--- src/rtl/rf_wr_delay.sv ---
module rf_wr_delay #(
  parameter int ADDR_W = 4,
  parameter int DATA_W = 8
) (
  input  logic              clk,
  input  logic              rst,
  input  logic [ADDR_W-1:0] addr_i,
  input  logic [DATA_W-1:0] data_i,
  input  logic [DATA_W-1:0] be_i,
  output logic [ADDR_W-1:0] addr_q,
  output logic [DATA_W-1:0] data_q,
  output logic [DATA_W-1:0] be_q
);
  // Address and data carry no reset: only the enables decide if a write lands.
  always_ff @(posedge clk) begin
    addr_q <= addr_i;
    data_q <= data_i;
    if (rst) be_q <= '0;
    else     be_q <= be_i;
  end
endmodule

--- src/rtl/rf_rd_lane.sv ---
module rf_rd_lane #(
  parameter int ADDR_W = 4,
  parameter int DATA_W = 8,
  parameter int NUM_WR = 2
) (
  input  logic                           clk,
  input  logic                           rst,
  input  logic                           en_i,
  input  logic [ADDR_W-1:0]              addr_i,
  input  logic [DATA_W-1:0]              arr_word_i,
  input  logic [NUM_WR-1:0][ADDR_W-1:0]  pend_addr_i,
  input  logic [NUM_WR-1:0][DATA_W-1:0]  pend_data_i,
  input  logic [NUM_WR-1:0][DATA_W-1:0]  pend_be_i,
  output logic [DATA_W-1:0]              data_q
);
  logic [DATA_W-1:0] merged;

  // Pending writes land on this edge; fold them in port order so the
  // highest-numbered matching port owns any bit it enables.
  always_comb begin
    merged = arr_word_i;
    for (int p = 0; p < NUM_WR; p++) begin
      if (pend_addr_i[p] == addr_i)
        merged = (merged & ~pend_be_i[p]) | (pend_data_i[p] & pend_be_i[p]);
    end
  end

  always_ff @(posedge clk) begin
    if (rst)       data_q <= '0;
    else if (en_i) data_q <= merged;
  end
endmodule

--- src/rtl/rf_core.sv ---
module rf_core #(
  parameter int ADDR_W = 4,
  parameter int DATA_W = 8,
  parameter int NUM_WR = 2,
  parameter int NUM_RD = 2
) (
  input  logic                           clk,
  input  logic                           rst,
  input  logic [NUM_WR-1:0][ADDR_W-1:0]  pend_addr_i,
  input  logic [NUM_WR-1:0][DATA_W-1:0]  pend_data_i,
  input  logic [NUM_WR-1:0][DATA_W-1:0]  pend_be_i,
  input  logic [NUM_RD-1:0]              rd_en_i,
  input  logic [NUM_RD-1:0][ADDR_W-1:0]  rd_addr_i,
  output logic [NUM_RD-1:0][DATA_W-1:0]  rd_data_o
);
  localparam int DEPTH = 1 << ADDR_W;

  logic [DATA_W-1:0] mem [DEPTH];

  // Later ports in the loop win on shared bits (last nonblocking update).
  always_ff @(posedge clk) begin
    for (int p = 0; p < NUM_WR; p++) begin
      for (int b = 0; b < DATA_W; b++) begin
        if (pend_be_i[p][b]) mem[pend_addr_i[p]][b] <= pend_data_i[p][b];
      end
    end
  end

  for (genvar g = 0; g < NUM_RD; g++) begin : g_rd
    rf_rd_lane #(
      .ADDR_W(ADDR_W),
      .DATA_W(DATA_W),
      .NUM_WR(NUM_WR)
    ) u_lane (
      .clk         (clk),
      .rst         (rst),
      .en_i        (rd_en_i[g]),
      .addr_i      (rd_addr_i[g]),
      .arr_word_i  (mem[rd_addr_i[g]]),
      .pend_addr_i (pend_addr_i),
      .pend_data_i (pend_data_i),
      .pend_be_i   (pend_be_i),
      .data_q      (rd_data_o[g])
    );
  end
endmodule

--- src/rtl/rf_ram.sv ---
module rf_ram #(
  parameter int ADDR_W = 4,
  parameter int DATA_W = 8,
  parameter int NUM_WR = 2,
  parameter int NUM_RD = 2
) (
  input  logic                           clk,
  input  logic                           rst,
  input  logic [NUM_WR-1:0][ADDR_W-1:0]  wr_addr,
  input  logic [NUM_WR-1:0][DATA_W-1:0]  wr_data,
  input  logic [NUM_WR-1:0][DATA_W-1:0]  wr_be,
  input  logic [NUM_RD-1:0]              rd_en,
  input  logic [NUM_RD-1:0][ADDR_W-1:0]  rd_addr,
  output logic [NUM_RD-1:0][DATA_W-1:0]  rd_data
);
  logic [NUM_WR-1:0][ADDR_W-1:0] pend_addr;
  logic [NUM_WR-1:0][DATA_W-1:0] pend_data;
  logic [NUM_WR-1:0][DATA_W-1:0] pend_be;

  for (genvar w = 0; w < NUM_WR; w++) begin : g_wr
    rf_wr_delay #(
      .ADDR_W(ADDR_W),
      .DATA_W(DATA_W)
    ) u_dly (
      .clk    (clk),
      .rst    (rst),
      .addr_i (wr_addr[w]),
      .data_i (wr_data[w]),
      .be_i   (wr_be[w]),
      .addr_q (pend_addr[w]),
      .data_q (pend_data[w]),
      .be_q   (pend_be[w])
    );
  end

  rf_core #(
    .ADDR_W(ADDR_W),
    .DATA_W(DATA_W),
    .NUM_WR(NUM_WR),
    .NUM_RD(NUM_RD)
  ) u_core (
    .clk         (clk),
    .rst         (rst),
    .pend_addr_i (pend_addr),
    .pend_data_i (pend_data),
    .pend_be_i   (pend_be),
    .rd_en_i     (rd_en),
    .rd_addr_i   (rd_addr),
    .rd_data_o   (rd_data)
  );
endmodule

--- config.mk ---
export PLATFORM = sky130hd
export DESIGN_NAME = rf_ram
export DESIGN_NICKNAME = d
export VERILOG_FILES = /design/src/rtl/rf_wr_delay.sv /design/src/rtl/rf_rd_lane.sv /design/src/rtl/rf_core.sv /design/src/rtl/rf_ram.sv
export SDC_FILE = /design/constraint.sdc
export NUM_CORES = 1
export LEC_CHECK = 0
export ABC_CLOCK_PERIOD_IN_PS = 3750
export CAP_MARGIN = 25
export CORE_MARGIN = 3
export CORE_UTILIZATION = 55
export DETAILED_ROUTE_END_ITERATION = 6
export PLACE_DENSITY_LB_ADDON = 0.08
export SETUP_SLACK_MARGIN = 0.02
export SLEW_MARGIN = 10
export SYNTH_ARGS = -nofsm -noshare
export SYNTH_HDL_FRONTEND = slang
export SYNTH_HIERARCHICAL = 1
export SYNTH_SLANG_ARGS = --single-unit
--- constraint.sdc ---
create_clock -name clk -period 3.75 [get_ports clk]
set_input_delay 0.5625 -clock clk [delete_from_list [all_inputs] [get_ports clk]]
set_output_delay 0.5625 -clock clk [all_outputs]
set_load 0.05 [all_outputs]
==> flow_summary.toml <==
[outcome]
status = "completed"

[routing]
vias = 9007
drc = 0
final_antenna_net_count = 0
drt_iter0_drc = 1137
dr.pass1.iters = 5
wl_per_cell_um = 28.31
detail_route.wirelength_mm = 37.00
viasPerCell = 6.891

[layout]
multi_input_area_mm2 = 0.006173
diodes = 0
register_area_mm2 = 0.004965
drive_gt1_frac = 0.2690
fillers = 1573
final_nets = 1076
final_area_mm2 = 0.01321
syn2layout_area_growth_pct = 12.48

[global_routing]
grt_max_degree = 36
grt_pass1_vias = 8773
grt_pass1_wl_mm = 54.48
overflow = 0
antenna_found_initial = 0
grt_usage = 0.3128

[setup_path]
max_stage_delay_ns = 0.84
critical-path-top-delay-family = "simple AND/OR/NAND/NOR gates"
worstSetupPathType = "register to register"
r2r_slack_ns = 1.15
startpoint_type = "register"
arrival_ns = 2.79
critical_path_buf_inv_count = 1
crit_path_end_kind = "register"
cp_max_fo = 18
cpMaxStageDelayCell = "dfxtp_1"
worstPathRequired_ns = 3.94
path_cells = "nor4b_4 -> buf_4 -> nand2_1 -> mux2_2"

[timing]
max_freq_mhz = 384.8
final_max_slew_viol_count = 0
setup-tns-final_ns = 0
setup_viol = 0
worstMarginPinSlew_ns = 1.140
max_slew_margin = 0.2374
fin_crit_ns = 2.598
fin_crit_sh = 0.6929
final_hold_viol_count = 0
clock_skew_ns = 0.01420
fin_ws_ns = 1.152
rsz0062_at_grt = "false"

[cts]
ctsResizeCount = 0
cts_tree = "done"
cts-root-buf = "clkbuf_16"
cts.path.max_buffers = 2
clk_pin_slew_ns = 0.08
cts_hold_buf = 0
postCtsSetupBuffers = 0
htreeDepth = 4
insertion_delay_ns = 0.45
clock-sinks = 184
numCtsBuffers = 17

[yosys]
synth_commonest_cells = "202 x nand2_1, 128 x edfxtp_1, 120 x a22o_1"
synth_edf_count = 128
syn_area_per_cell_um2 = 11.79
synth_area_leaders = "edfxtp_1 33%, mux4_2 12%, dfxtp_1 9.5%"
ys_async_sr_fraction = 0
yosysSeqAreaShare = 0.4229
syn_nets = 1048
ys_ff_latch = 184
yosys_most_used_dff = "edfxtp_1"
synthCells = 996
synth_most_common_cell = "nand2_1"
yosysTopAreaCell = "edfxtp_1"
synthesis.area_mm2 = 0.01174
synth_top_area_share = 0.3274
synth_cell_types = 34
ys_warn_count = 6

[placed_design]
port-buffer-count = 67
placed_cell_area_mm2 = 0.01256
post-place-ws_ns = 1.006
gp_congestion = 0.8578
dp_hpwl_mm = 24.22

[worst_hold_path]
hp-class = "register to register"

[pwr]
switching_share = 0.2844
finalPower_mw = 4.933
power.leakage_nw = 4.486
ir_drop_mv = 0.2803
p_clk_frac = 0.376
internal-power_mw = 3.530
power-per-cell-area_mw_per_mm2 = 373.6
p_seq_frac = 0.484
p_switching_mw = 1.403
comb_power_share = 0.140

[floorplanning]
core_area_mm2 = 0.02062
io_pins = 68
rows = 52
die_area_mm2 = 0.02313
die_h_um = 152.1
die_x_um = 152.1
initial_core_util = 0.5692

[job]
cap_viol_max_count = 0
## kinds of logic (layout without fill, tap and decap cells)
| family | count (synthesis) | in the layout | synth area share |
|---|---|---|---|
| compound gates | 216 | 216 | 0.1445 |
| flops | 184 | 184 | 0.4229 |
| buf+inv | 110 | 151 | 0.05382 |
| mux | 192 | 192 | 0.2481 |
| simple gates | 278 | 278 | 0.1187 |
| xor+xnor | 16 | 16 | 0.01194 |
## worst reg2reg max path, stage by stage, from the launching register on
cell	delay, ns
dfxtp_1	0.84
nor4b_4	0.78
buf_4	0.35
nand2_1	0.09
mux2_2	0.31
## layer usage
layer	global-route usage	part of all wire	up-vias
li1	-	-	3873
met1	0.4478	0.39	4437
met2	0.4623	0.44	588
met3	0.07622	0.13	109
met4	0.1224	0.039	0
met5	0	0	-
## power by group through the flow
stage / sequential [mW] / clock [mW] / combinational [mW]
2_1_floorplan: 2.38 / 0 / 0.452
3_3_place_gp: 2.45 / 0 / 0.636
3_5_place_dp: 2.44 / 0 / 0.667
4_1_cts: 2.39 / 1.87 / 0.669
5_1_grt: 2.40 / 1.95 / 0.726
6_report: 2.39 / 1.86 / 0.692
## final cells by class
class / count / share of cell area
clock buffers: 20 / 0.03629
clock inverters: 12 / 0.009096
multi-input cells: 702 / 0.4675
flip-flops and latches: 184 / 0.3760
well taps: 270 / 0.02558
repair buffers: 119 / 0.08556
## sequential cells by signal (all words and copies together), names as in the netlist
signal	flops
u_core/g_rd.u_lane/data_q	16
u_core/mem	128
g_wr.u_dly/addr_q	8
g_wr.u_dly/data_q	16
g_wr.u_dly/be_q	16
## through the flow
step / cells / utilization / hold slack (ns)
after floorplan: 996 / - / 0.5596
after global placement: 1262 / 0.6028 / 0.4431
after detailed placement: 1271 / 0.6088 / 0.4388
after CTS: 1303 / 0.6379 / 0.4495
after global routing: 1307 / 0.6403 / 0.4731
final: 1307 / 0.6403 / 0.4495
## final timing paths
kind,startpoint,to,cells after the start
setup reg to reg,g_wr[1].u_dly/addr_q[3],u_core/mem[8][5],4
hold / removal,u_core/g_rd[1].u_lane/data_q[1],u_core/g_rd[1].u_lane/data_q[1],2
hold reg to reg,u_core/g_rd[1].u_lane/data_q[1],u_core/g_rd[1].u_lane/data_q[1],2
setup / recovery,g_wr[1].u_dly/addr_q[3],u_core/mem[8][5],4
## placed cells by master (no fill, tap or decap), drive strengths merged, types with 20 or more instances in the layout
cell type / netlist / final
nand2: 210 / 210
o21ai: 32 / 32
a22oi: 32 / 32
nor2b: 22 / 22
mux4: 64 / 64
dfxtp: 56 / 56
a22o: 120 / 120
clkdlybuf4s50: 0 / 63
buf: 69 / 56
clkbuf: 41 / 20
mux2: 128 / 128
edfxtp: 128 / 128
No activity file was read; power rests on OpenSTA's default activity.
